==> src/rtl/lsu_align_pkg.sv <==
package lsu_align_pkg;

  localparam int unsigned LSU_DATA_W   = 32;
  localparam int unsigned LSU_LANES    = LSU_DATA_W / 8;
  localparam int unsigned LSU_LANE_IW  = $clog2(LSU_LANES);

  typedef enum logic [5:0] {
    OP_LD_B  = 6'h20,
    OP_LD_H  = 6'h21,
    OP_LD_W  = 6'h23,
    OP_LD_BU = 6'h24,
    OP_LD_HU = 6'h25,
    OP_ST_B  = 6'h28,
    OP_ST_H  = 6'h29,
    OP_ST_W  = 6'h2b
  } mem_op_e;

  typedef enum logic [1:0] {
    SZ_BYTE = 2'd0,
    SZ_HALF = 2'd1,
    SZ_WORD = 2'd2
  } acc_size_e;

  typedef struct packed {
    logic      known;
    logic      is_store;
    logic      sign_ext;
    acc_size_e size;
  } acc_kind_t;

  function automatic acc_kind_t decode_op(input logic [5:0] op);
    acc_kind_t k;
    k = '{known: 1'b1, is_store: 1'b0, sign_ext: 1'b0, size: SZ_WORD};
    case (op)
      OP_LD_B:  begin k.size = SZ_BYTE; k.sign_ext = 1'b1; end
      OP_LD_H:  begin k.size = SZ_HALF; k.sign_ext = 1'b1; end
      OP_LD_W:  k.size = SZ_WORD;
      OP_LD_BU: k.size = SZ_BYTE;
      OP_LD_HU: k.size = SZ_HALF;
      OP_ST_B:  begin k.size = SZ_BYTE; k.is_store = 1'b1; end
      OP_ST_H:  begin k.size = SZ_HALF; k.is_store = 1'b1; end
      OP_ST_W:  begin k.size = SZ_WORD; k.is_store = 1'b1; end
      default:  k.known = 1'b0;
    endcase
    return k;
  endfunction

  function automatic logic is_misaligned(input acc_size_e sz,
                                         input logic [LSU_LANE_IW-1:0] lo);
    case (sz)
      SZ_WORD: return |lo;
      SZ_HALF: return lo[0];
      default: return 1'b0;
    endcase
  endfunction

  // lane index 0 (lowest address) maps to the most significant enable bit
  function automatic logic [LSU_LANES-1:0] lane_mask(input acc_size_e sz,
                                                     input logic [LSU_LANE_IW-1:0] lo);
    logic [LSU_LANES-1:0] top_one;
    top_one = {1'b1, {(LSU_LANES-1){1'b0}}};
    case (sz)
      SZ_WORD: return '1;
      SZ_HALF: return lo[1] ? LSU_LANES'(2'b11) : LSU_LANES'(4'b1100);
      default: return top_one >> lo;
    endcase
  endfunction

  function automatic logic [LSU_DATA_W-1:0] extend_val(input logic [15:0] v,
                                                       input acc_size_e sz,
                                                       input logic sgn);
    logic fill;
    if (sz == SZ_BYTE) begin
      fill = sgn & v[7];
      return {{(LSU_DATA_W-8){fill}}, v[7:0]};
    end
    fill = sgn & v[15];
    return {{(LSU_DATA_W-16){fill}}, v};
  endfunction

endpackage

==> src/rtl/lsu_addr_gen.sv <==
module lsu_addr_gen
  import lsu_align_pkg::*;
#(
  parameter int unsigned ADDR_W = 32,
  parameter int unsigned OFS_W  = 16
) (
  input  logic [ADDR_W-1:0]      base,
  input  logic [OFS_W-1:0]       ofs,
  input  acc_size_e              size,
  output logic [ADDR_W-1:0]      eff_addr,
  output logic                   misalign
);
  localparam int unsigned EXT_W = ADDR_W - OFS_W;

  logic [ADDR_W-1:0] ofs_ext;

  assign ofs_ext  = {{EXT_W{ofs[OFS_W-1]}}, ofs};
  assign eff_addr = base + ofs_ext;
  assign misalign = is_misaligned(size, eff_addr[LSU_LANE_IW-1:0]);
endmodule

==> src/rtl/lsu_store_lane.sv <==
module lsu_store_lane
  import lsu_align_pkg::*;
(
  input  acc_size_e              size,
  input  logic [LSU_LANE_IW-1:0] lo,
  input  logic [LSU_DATA_W-1:0]  src,
  output logic [LSU_DATA_W-1:0]  lane_data,
  output logic [LSU_LANES-1:0]   lane_en
);
  assign lane_en = lane_mask(size, lo);

  for (genvar i = 0; i < LSU_LANES; i++) begin : g_lane
    localparam int unsigned LANE_HI = LSU_DATA_W - 1 - 8 * i;
    localparam int unsigned HALF_HI = (i % 2 == 0) ? 15 : 7;
    logic [7:0] lane_byte;
    always_comb begin
      case (size)
        SZ_BYTE: lane_byte = src[7:0];
        SZ_HALF: lane_byte = src[HALF_HI -: 8];
        default: lane_byte = src[LANE_HI -: 8];
      endcase
    end
    assign lane_data[LANE_HI -: 8] = lane_byte;
  end
endmodule

==> src/rtl/lsu_load_extract.sv <==
module lsu_load_extract
  import lsu_align_pkg::*;
(
  input  logic [LSU_DATA_W-1:0]  word,
  input  logic [LSU_LANE_IW-1:0] lo,
  input  acc_size_e              size,
  input  logic                   sign_ext,
  output logic [LSU_DATA_W-1:0]  result
);
  logic [7:0] lanes [LSU_LANES];

  for (genvar i = 0; i < LSU_LANES; i++) begin : g_pick
    localparam int unsigned LANE_HI = LSU_DATA_W - 1 - 8 * i;
    assign lanes[i] = word[LANE_HI -: 8];
  end

  logic [LSU_LANE_IW-1:0] hi_idx;
  logic [LSU_LANE_IW-1:0] lo_idx;
  logic [15:0]            half_val;

  assign hi_idx   = {lo[LSU_LANE_IW-1:1], 1'b0};
  assign lo_idx   = {lo[LSU_LANE_IW-1:1], 1'b1};
  assign half_val = {lanes[hi_idx], lanes[lo_idx]};

  always_comb begin
    case (size)
      SZ_BYTE: result = extend_val({8'h00, lanes[lo]}, SZ_BYTE, sign_ext);
      SZ_HALF: result = extend_val(half_val, SZ_HALF, sign_ext);
      default: result = word;
    endcase
  end
endmodule

==> src/rtl/lsu_align_unit.sv <==
module lsu_align_unit
  import lsu_align_pkg::*;
#(
  parameter int unsigned ADDR_W = 32,
  parameter int unsigned OFS_W  = 16
) (
  input  logic                  clk,
  input  logic                  rst_n,
  input  logic                  req_valid,
  input  logic [5:0]            req_op,
  input  logic [ADDR_W-1:0]     req_base,
  input  logic [OFS_W-1:0]      req_offset,
  input  logic [LSU_DATA_W-1:0] req_wdata,
  input  logic                  mem_rvalid,
  input  logic [LSU_DATA_W-1:0] mem_rdata,
  output logic                  mem_req,
  output logic                  mem_we,
  output logic [ADDR_W-1:0]     mem_addr,
  output logic [LSU_LANES-1:0]  mem_be,
  output logic [LSU_DATA_W-1:0] mem_wdata,
  output logic                  align_err,
  output logic                  ld_valid,
  output logic [LSU_DATA_W-1:0] ld_data
);
  acc_kind_t              kind;
  logic [ADDR_W-1:0]      eff_addr;
  logic                   misalign;
  logic [LSU_DATA_W-1:0]  st_lanes;
  logic [LSU_LANES-1:0]   st_en;
  logic [LSU_DATA_W-1:0]  ld_shaped;

  // named events for the checker
  logic acc_accept;
  logic acc_reject;
  logic acc_issue;
  logic ld_issue;

  logic [LSU_LANE_IW-1:0] ctx_lo;
  acc_size_e              ctx_size;
  logic                   ctx_sign;

  assign kind       = decode_op(req_op);
  assign acc_accept = req_valid & kind.known;
  assign acc_reject = acc_accept & misalign;
  assign acc_issue  = acc_accept & ~misalign;
  assign ld_issue   = acc_issue & ~kind.is_store;

  lsu_addr_gen #(.ADDR_W(ADDR_W), .OFS_W(OFS_W)) i_addr (
    .base     (req_base),
    .ofs      (req_offset),
    .size     (kind.size),
    .eff_addr (eff_addr),
    .misalign (misalign)
  );

  lsu_store_lane i_st (
    .size      (kind.size),
    .lo        (eff_addr[LSU_LANE_IW-1:0]),
    .src       (req_wdata),
    .lane_data (st_lanes),
    .lane_en   (st_en)
  );

  lsu_load_extract i_ld (
    .word     (mem_rdata),
    .lo       (ctx_lo),
    .size     (ctx_size),
    .sign_ext (ctx_sign),
    .result   (ld_shaped)
  );

  always_ff @(posedge clk) begin
    if (!rst_n) begin
      mem_req   <= 1'b0;
      mem_we    <= 1'b0;
      mem_addr  <= '0;
      mem_be    <= '0;
      mem_wdata <= '0;
      align_err <= 1'b0;
      ctx_lo    <= '0;
      ctx_size  <= SZ_WORD;
      ctx_sign  <= 1'b0;
    end else begin
      mem_req   <= acc_issue;
      mem_we    <= acc_issue & kind.is_store;
      align_err <= acc_reject;
      mem_be    <= (acc_issue & kind.is_store) ? st_en : '0;
      if (acc_accept) begin
        mem_addr <= eff_addr;
      end
      if (acc_issue & kind.is_store) begin
        mem_wdata <= st_lanes;
      end
      if (ld_issue) begin
        ctx_lo   <= eff_addr[LSU_LANE_IW-1:0];
        ctx_size <= kind.size;
        ctx_sign <= kind.sign_ext;
      end
    end
  end

  always_ff @(posedge clk) begin
    if (!rst_n) begin
      ld_valid <= 1'b0;
      ld_data  <= '0;
    end else begin
      ld_valid <= mem_rvalid;
      if (mem_rvalid) begin
        ld_data <= ld_shaped;
      end
    end
  end
endmodule

==> config.mk <==
export PLATFORM = sky130hd
export DESIGN_NAME = lsu_align_unit
export DESIGN_NICKNAME = d
export VERILOG_FILES = /design/src/rtl/lsu_align_pkg.sv /design/src/rtl/lsu_addr_gen.sv /design/src/rtl/lsu_store_lane.sv /design/src/rtl/lsu_load_extract.sv /design/src/rtl/lsu_align_unit.sv
export SDC_FILE = /design/constraint.sdc
export NUM_CORES = 1
export LEC_CHECK = 0
export BUFFER_PORTS_ARGS = -buffer_cell sky130_fd_sc_hd__buf_2
export CORE_MARGIN = 3
export CORE_UTILIZATION = 50
export CTS_BUF_LIST = sky130_fd_sc_hd__clkbuf_16
export CTS_CLUSTER_SIZE = 16
export DETAILED_ROUTE_END_ITERATION = 8
export PLACE_DENSITY = 0.85
export SLEW_MARGIN = 0
export SYNTH_ARGS = -nofsm -noshare
export SYNTH_HDL_FRONTEND = slang
export SYNTH_SLANG_ARGS = --single-unit
export TNS_END_PERCENT = 5
==> constraint.sdc <==
create_clock -name clk -period 3.95 [get_ports clk]
set_input_delay 0.79 -clock clk [delete_from_list [all_inputs] [get_ports clk]]
set_output_delay 0.79 -clock clk [all_outputs]
set_load 0.02 [all_outputs]
Word-level counts from Yosys, hierarchy flattened
Cells that the tools add are included.
Storage, ports and cells
  register bits after elaboration: 109
  input port bits: 122
  logic and storage cells: 71
  output and inout bits: 104
Operators by class
  shift operators: 1
  reduce and logical (&&, ||, !) cells: 10
  add/sub/neg operators: 1
  eq/ne operators: 11
  magnitude comparators: 3
  muxes and demuxes: 22
  bitwise operators: 12
Operators with widths (count)
  $mux 8: 8
  $pmux 32 s2: 1
  $bmux 8 s2: 3
  $eq 6x6->1 const B: 8
  $add 32x32->32: 1
  $mux 32: 1
  $pmux 8 s2: 1
  $ge 3x3->1 const B: 3
  $not 2->3: 3
  $reduce_or 3->1: 3
  $pmux 4 s2: 1
  $reduce_or 8->1: 1
  $and 1x1->1: 7
  $reduce_or 2->1: 3
  $eq 2x1->1 const B: 2
  $logic_not 2->1: 2
  $mux 1: 4
  $mux 4: 1
  $pmux 2 s2: 1
  $shr 4x2->4 const A: 1
  $eq 2x2->1 const B: 1
  $not 1->1: 2
  $pmux 1 s2: 1
  $reduce_and 2->1: 1

Longest topological paths before layout
Gate-level depths: netlist of run 1.
  depth after elaboration: 9
  gate-level depth with buffers: 10
  depth with buffers taken out: 10

Hierarchy
A second synthesis of run 1 with hierarchy kept.
Second synthesis, totals
  cell total of the unflattened synthesis: 875
  area, all modules: 7324.5 sq um
By module, submodules not included
  lsu_align_unit: area each 4170.2 sq um, seq. area each 2182.1 sq um, cells each 436, instances 1
  lsu_addr_gen: area each 1839.3 sq um, seq. area each 0.0 sq um, cells each 266, instances 1
  lsu_load_extract: area each 798.3 sq um, seq. area each 0.0 sq um, cells each 106, instances 1
  lsu_store_lane: area each 516.7 sq um, seq. area each 0.0 sq um, cells each 67, instances 1

Least setup slack after synthesis of run 1
OpenSTA, ideal clock, no wires.
  path type: input-to-reg
  from: input req_base[0]
  to: register mem_addr[24]
  data required time: 3.823 ns
  buffers on the path: 0
  stages: 10
  arrival: 3.082 ns
  slack: 0.741 ns
  library setup time: 0.127 ns
  cells stage by stage: ha_1 -> fa_1 -> a21o_1 -> a221oi_4 -> o21ai_4 -> a211oi_4 -> nor4b_4 -> o21bai_2 -> a2111oi_0 -> or3b_1
Between the ends
  word-level cells in the longest chain between the ends: 1
Ends and longest elaborated chain
  from (decl): RTL line lsu_align_unit.sv:11  | input logic [ADDR_W-1:0] req_base,
  $add 32x32->32: RTL line lsu_addr_gen.sv:18  | assign eff_addr = base + ofs_ext;
  to (signal assigned): RTL line lsu_align_unit.sv:89  | mem_addr <= eff_addr;
  to (decl): RTL line lsu_align_unit.sv:18  | output logic [ADDR_W-1:0] mem_addr,
No other way between the ends.
A chain may end at the register's enable or synchronous reset.

Final worst setup path of run 1
Ends and elaborated chain as after synthesis.

==> results of run 1 <==
[registers in the layout, summed over array words and instances (netlist names)]
| register | cells |
|---|---|
| mem_we | 1 |
| mem_wdata | 32 |
| align_err | 1 |
| mem_addr | 32 |
| mem_req | 1 |
| ctx_lo | 2 |
| ld_data | 32 |
| mem_be | 4 |
| ld_valid | 1 |
| ctx_sign | 1 |
| ctx_size | 2 |
[path summary, 6_finish.rpt]
kind / from / to
hold / removal: mem_wdata[29] / mem_wdata[29]
setup reg to reg: ctx_lo[1] / ld_data[26]
hold reg to reg: mem_wdata[29] / mem_wdata[29]
setup / recovery: req_base[0] / mem_addr[24]
[power by group]
group          switching [mW]  internal (mW)  total [mW]
clock                   0.451          0.444       0.895
sequential             0.0194           1.14        1.15
combinational           0.360          0.235       0.596
total                   0.830           1.81        2.64
[routing by layer]
layer	GRT usage	vias to the layer above	routed length (um)
li1	-	3166	-
met4	0.102	0	487
met5	0	-	0
met3	0.0514	39	1640
met2	0.426	295	8730
met1	0.335	2905	7720
[cells in the final DEF, fill, tap and decap left out, drive strengths merged, types with 7 or more instances in the layout]
cell type,synthesis,final
a21o,10,10
clkbuf,37,9
nand2,142,142
nand3,19,19
a311oi,17,17
and2,7,7
dfxtp,109,109
o21ai,62,62
xnor2,13,13
ha,31,31
o211ai,21,21
nor2,55,55
mux2i,19,19
a21oi,104,104
buf,9,236
a211oi,10,10
inv,10,14
nor3,9,9
mux4,7,7
[area by class of cell]
type	count	share of cell area
multi-input combinational	597	0.490
sequential	109	0.283
timing repair buffer	236	0.157
clock buffer	9	0.0292
tap	164	0.0266
clock inverter	7	0.00845
inverter	10	0.00487
[logic make-up (layout without fill, tap and decap cells)]
group | Yosys count | count (layout) | share of synthesized area
AOI/OAI and AO/OA | 258 | 258 | 0.275
xor gates and xnor gates | 18 | 18 | 0.0256
adders and majority gates | 32 | 32 | 0.0661
buffers and inverters | 56 | 262 | 0.0349
DFF | 109 | 109 | 0.354
muxes | 27 | 27 | 0.0582
and+or+nand+nor | 262 | 262 | 0.187
[stage by stage]
stage	setup WS [ps]	total power, mW	util	hold slack [ps]	cells
CTS	787	2.66	0.655	454	1132
global route	629	2.76	0.655	472	1132
finish	769	2.64	0.655	453	1132
floorplan	741	1.57	-	465	762
global placement	478	1.76	0.630	439	1116
detailed placement	413	1.77	0.630	444	1116
[worst max-delay path, cell delays in order]
cell       delay [ps]
buf_2             100
ha_1              210
fa_1              410
a21o_1            240
a221oi_4          370
o21ai_4           120
a211oi_4          350
nor4b_4           110
o21bai_2          220
a2111oi_0         120
or3b_1            370
==> metrics, run 1 <==
status=finished, final reports clean; Layout area overhead=24.8%; die area=13700 um2; Clk pin slew, worst setup/hold paths=80 ps; Syn Std Cell Area=6170 um2; IO buf count=225; Sum Neg Setup Slack=0 ps; area of the multi-input gates=around 3800 um2; DRT Pass-1 Iters=5; Crit Path Max Fanout=4; Crit. End Element=register; fraction of layout cells with a size suffix above 1=0.286; clock buffer depth=2; # rows=39; DP Area=7410 um2; Final #Nets=1117; Slew Limit Headroom=0.498; RD Place Congestion=0.907; leading area contributor after synthesis=dfxtp_1; initial cell density of the core=0.525; initial antenna violation count=0; CTS buffer count=9; top-count cell post-synth=nand2_1; Mapped Avg Cell Area=8.10 um2; Inserted Diodes=0; RSZ-0062 raised after global routing=false; VDD IR max=205 uV; Most used DFF post-synth=dfxtp_1; Seq/Total Area, Yosys=0.354; Max Transition Viols Final=0; WL per Instance=16.4 um; dpl hpwl=13900 um; synth cell count leaders=nand2_1, dfxtp_1, a21oi_1, o21ai_0, nor2_1; P per Cell Area=343 nW/um2; DIE WIDTH=117 um; FF+latch count, synth=109; clk sinks=109; DRC viols=0; ANT nets after route=0; # setup viols final=0; grt ovf=0; worst hold path class=reg2reg; I/O pins=around 230; CTS tree=yes; number of global-route vias before repair=5760; CP Launch Type=input port; final instance area=7700 um2; final-layout fill cell count=1038; worst-margin pin slew=750 ps; critical setup path kind=in2reg; FF+latch area=2180 um2; post-synth top area share=0.354; post_cts resized=0; Worst EP arrival=3420 ps; hold depth=2; Iter 0 DRT Violations=698; Syn Inst Count=762; Syn. warnings=0; Via-to-Cell Ratio=~5.7; Die Y=around 120 um; Final period util=0.805; Worst Skew=between 4 and 5 ps; Hold Vio Cnt, Final=0; worst-skew pair later-pin latency=350 ps; routed via count=6405; H-tree depth=3; All-Layer GR Usage=0.259; Synth async-reset ratio=0; WL final=between 15000 and 20000 um; leak pwr=3.55 nW; Core Footprint=11800 um2; Cell variety after synth=65; Tmin final=3180 ps; Max Clk Rate=0.314 GHz; WP data required=4190 ps; Reg2Reg Depth=6; Max-Cap Viols=0; number of synthesized flops with an enable pin=0; R2R Setup Slk=1500 ps; CTS Hold Bufs=0; Syn Nets=916; global-route wire length before repair=approximately 28000 um; Post-CTS Setup Bufs=0; Area contributors post-synth=dfxtp_1, nand2_1, a21oi_1; pin count of the biggest net entering global routing=between 40 and 50; CTS root buffer=clkbuf_16
No activity file was read; power rests on OpenSTA's default activity.
==> inputs of run 2 (changes only) <==
clock period = 3.1 ns   (was 3.95 ns; I/O delays follow)
==> run 2 against run 1 <==
Effect of this change: critical path depth unchanged; total power up 26%; die area unchanged; clock power up 22%; cell count up 0.80%; via count up 0.84%; sequential share of layout area down 0.26 points.
==> metrics, run 2 (synthesized netlist as in run 1, its figures left out) <==
WL final=18500 um (-0.48%); Crit Path Max Fanout=4 (unchanged); CTS buffer count=9 (unchanged); CTS tree=yes; Crit. End Element=register; Tmin final=~2900 ps; worst-margin pin slew=1160 ps (+412 ps); H-tree depth=3 (unchanged); post-route core utilization=0.661 (+0.00596); clock buffer depth=2 (unchanged); R2R Setup Slk=790 ps (-710 ps); # rows=39 (unchanged); IO buf count=225 (unchanged); DRT Pass-1 Iters=8 (+3); pin count of the biggest net entering global routing=50 (+2.0%); Post-CTS Setup Bufs=0 (unchanged); die area=13700 um2 (unchanged); Layout area overhead=26.0%; All-Layer GR Usage=0.261 (+0.00218); critical setup path kind=in2reg; Die Y=117 um (unchanged); Final period util=0.939; I/O pins=226 (unchanged); Final #Nets=1127 (+0.90%); global-route wire length before repair=28500 um (+0.81%); status=finished, final reports clean; most frequent cells in the layout=buf_2, nand2_1, dfxtp_1; post_cts resized=0 (unchanged); DRC viols=0 (unchanged); Via-to-Cell Ratio=5.66 (about the same); Clk pin slew, worst setup/hold paths=80 ps (about the same); P per Cell Area=429 nW/um2 (+25%); RD Place Congestion=0.930 (+2.5%); Max-Cap Viols=0 (unchanged); VDD IR max=259 uV (+26%); CTS Hold Bufs=0 (unchanged); Inserted Diodes=0 (unchanged); Hold Vio Cnt, Final=0 (unchanged); CTS root buffer=clkbuf_16; commonest non-fill, non-tap cell in the layout=buf_2; worst-skew pair later-pin latency=350 ps (about the same); ANT nets after route=0 (unchanged); Max Transition Viols Final=0 (unchanged); number of global-route vias before repair=5939 (+3.1%); initial antenna violation count=0 (unchanged); dpl hpwl=14000 um (+1.2%); DIE WIDTH=117 um (unchanged); Worst Skew=4.09 ps (-0.585 ps); Slew Limit Headroom=0.222 (-0.276); Iter 0 DRT Violations=633 (-9.3%); WP data required=3330 ps (-860 ps); worst hold path class=reg2reg; grt ovf=0 (unchanged); leak pwr=3.59 nW (+1.2%); Top Registers=ld_data x32, mem_addr x32, mem_wdata x32; WL per Instance=16.2 um (-1.3%); Core Footprint=11800 um2 (unchanged); clk sinks=109 (unchanged); CP Launch Type=input port; initial cell density of the core=0.525 (unchanged); Max Clk Rate=0.343 GHz; routed via count=6459 (+0.84%); fraction of layout cells with a size suffix above 1=0.292 (+0.00555); RSZ-0062 raised after global routing=false; Worst EP arrival=3140 ps (-280 ps); # setup viols final=0 (unchanged); Sum Neg Setup Slack=0 ps (unchanged)
==> run 2: final cells by class <==
type                       count  area [um2]
clock buffer                   9         225
inverter                      10        37.5
fill                        1045        3990
clock inverter                 6        47.5
multi-input combinational    597        3780
sequential                   109        2180
tap                          164         205
timing repair buffer         246        1300
==> run 2: metal layers <==
layer | vias up | wire length [um] | global-route usage
met1 | 2963 | 7820 | 0.333
met4 | 0 | 469 | 0.106
met3 | 35 | 1510 | 0.0602
li1 | 3183 | - | -
met2 | 278 | 8700 | 0.427
met5 | - | 0 | 0
==> run 2: report_power, final <==
group          internal, mW  switching [mW]  total, mW
Combinational         0.312           0.461      0.773
Clock                 0.548           0.540       1.09
Sequential             1.45          0.0235       1.47
Total                  2.31            1.02       3.33
==> run 2: critical path, stage by stage <==
cell and delay, ps:
buf_2 100, ha_1 220, fa_1 400, a21o_1 240, a221oi_4 380, o21ai_4 120
a211oi_4 320, nor4b_4 100, o21bai_2 160, a2111oi_0 120, or3b_1 370
==> run 2: through the flow <==
stage	std cells	instance area, um2	hold WS, ps	setup WS [ps]	total power, mW
2_1_floorplan	762	6170	465	61.2	2.00
3_3_place_gp	1126	7500	437	-110	2.25
3_5_place_dp	1126	7500	440	-160	2.27
4_1_cts	1141	7770	450	207	3.35
5_1_grt	1141	7770	467	42.0	3.49
6_report	1141	7770	450	188	3.33
==> run 2: path summary, 6_finish.rpt <==
path,from,end,depth (start not counted)
setup / recovery,req_base[0],mem_addr[24],11
hold / removal,mem_addr[16],mem_addr[16],2
setup reg to reg,ctx_lo[1],ld_data[26],5
hold reg to reg,mem_addr[16],mem_addr[16],2
==> inputs of run 3 (changes only) <==
BUFFER_PORTS_ARGS = default   (was -buffer_cell sky130_fd_sc_hd__buf_2)
CORE_MARGIN = 2   (was 3)
CORE_UTILIZATION = 64   (was 50)
DONT_BUFFER_PORTS = 1   (was default)
PLACE_DENSITY = 0.86   (was 0.85)
==> run 3 against run 2 <==
Effect of this change: combinational power decreased by 31%; sequential cell count unchanged; clock power about the same; sequential power increased by 5%; wire length decreased by 9.8%; worst hold slack got worse by 70 ps; critical path type unchanged.
==> metrics, run 3 (synthesized netlist as in run 1, its figures left out) <==
status=finished, final reports clean; Critical Path Max Stage Delay=380 ps (-20 ps); number of global-route vias before repair=5382 (-9.4%); CTS tree=yes; CTS buffer count=9 (unchanged); slowest stage cell, crit path=fa_1; clk sinks=109 (unchanged); ANT nets after route=0 (unchanged); final instance area=6590 um2 (-15%); Layout area overhead=6.79%; WL per Instance=19.0 um (+17%); dpl ws=18.8 ps (+178 ps); Tmin final=2740 ps (-173 ps); Max Transition Viols Final=0 (unchanged); I/O pins=226 (unchanged); worst-skew pair later-pin latency=340 ps (about the same); pin count of the biggest net entering global routing=50 (unchanged); Slew Limit Headroom=0.278 (+0.0557); worst-margin pin slew=1080 ps (-83.3 ps); RSZ-0062 raised after global routing=false; WP buf/inv=1 (unchanged); CTS Hold Bufs=0 (unchanged); DRC viols=0 (unchanged); VDD IR max=312 uV (+20%); most frequent cells in the layout=nand2_1, dfxtp_1, a21oi_1; Max Clk Rate=0.365 GHz (+6.3%); All-Layer GR Usage=0.310 (+0.0486); Worst EP arrival=2950 ps (-190 ps); global-route wire length before repair=26000 um (-8.8%); Crit Path Max Fanout=3 (-1); Final #Nets=899 (-20%); Iter 0 DRT Violations=227 (-64%); H-tree depth=3 (unchanged); fraction of layout cells with a size suffix above 1=0.0773 (-0.214); initial cell density of the core=0.665 (+0.140); DRT Pass-1 Iters=5 (-3); Post-CTS Setup Bufs=0 (unchanged); Die Y=102 um (-13%); Clk pin slew, worst setup/hold paths=80 ps (about the same); DIE WIDTH=102 um (-13%); Crit. End Element=register; dpl hpwl=12400 um (-12%); initial antenna violation count=0 (unchanged); # setup viols final=0 (unchanged); post_cts resized=0 (unchanged); P per Cell Area=484 nW/um2 (+13%); routed via count=5650 (-13%); Final period util=0.883 (-0.0558); hold depth=1 (-1); critical path depth=11 (unchanged); Reg2Reg Depth=5 (unchanged); critical setup path kind=in2reg; clock buffer depth=2 (unchanged); worst hold path class=in2reg; leak pwr=2.56 nW (-29%); Worst Skew=10.7 ps (+6.64 ps); Top Registers=ld_data x32, mem_addr x32, mem_wdata x32; WP data required=3310 ps (-20 ps); Max-Cap Viols=0 (unchanged); CP Launch Type=input port; Inserted Diodes=0 (unchanged); die area=10400 um2 (-24%); commonest non-fill, non-tap cell in the layout=nand2_1; CTS root buffer=clkbuf_16; Core Footprint=9280 um2 (-21%); WL final=16700 um (-9.8%); crit path cell chain=ha_1 > fa_1 > a21o_1 > a221oi_4 > o21ai_4 > a211oi_4 > nor4b_4 > buf_4 > o211ai_1 > nor3b_1 > o31ai_1; CP delay by family, top=compound AO/OA/AOI/OAI gates; Sum Neg Setup Slack=0 ps (unchanged); RD Place Congestion=0.931 (+0.13%); Via-to-Cell Ratio=6.43 (+14%); final-layout fill cell count=760 (-27%); grt ovf=0 (unchanged); setup ws final=361 ps (+173 ps); Hold Vio Cnt, Final=0 (unchanged); # rows=35 (-10%); DP Area=6310 um2 (-16%); IO buf count=0 (-100%)
==> run 3: metal layers <==
layer | global-route usage | up-vias | routed length [um]
li1 | - | 2713 | -
met1 | 0.374 | 2606 | 6390
met2 | 0.520 | 287 | 8110
met3 | 0.0882 | 44 | 1710
met4 | 0.128 | 0 | 469
met5 | 0 | - | 0
==> run 3: metrics by stage <==
step / std cells / hold WS, ps / utilization / total power, mW
final: 879 / 380 / 0.710 / 3.19
after global routing: 879 / 359 / 0.710 / 3.32
after CTS: 879 / 362 / 0.710 / 3.20
after detailed placement: 863 / 530 / 0.679 / 2.10
after global placement: 863 / 490 / 0.679 / 2.08
after floorplan: 762 / 465 / - / 2.00
==> run 3: path summary, 6_finish.rpt <==
check,startpoint,to,slack (ps)
hold / removal,mem_rvalid,ld_data[3],380
setup reg to reg,ctx_lo[1],ld_data[23],850
setup / recovery,req_base[0],mem_addr[30],360
hold reg to reg,ctx_sign,ctx_sign,530
==> run 3: final cells by class <==
| type | instances | area, um2 | area share |
|---|---|---|---|
| multi-input combinational | 597 | 3780 | 0.573 |
| sequential | 109 | 2180 | 0.331 |
| clock buffer | 9 | 225 | 0.0342 |
| tap | 129 | 161 | 0.0245 |
| timing repair buffer | 18 | 148 | 0.0224 |
| clock inverter | 7 | 57.6 | 0.00874 |
| inverter | 10 | 37.5 | 0.00570 |
==> run 3: power by group <==
part | switching (mW) | internal (mW)
logic | 0.311 | 0.227
clock network | 0.555 | 0.560
registers | 0.0909 | 1.45
total | 0.957 | 2.23
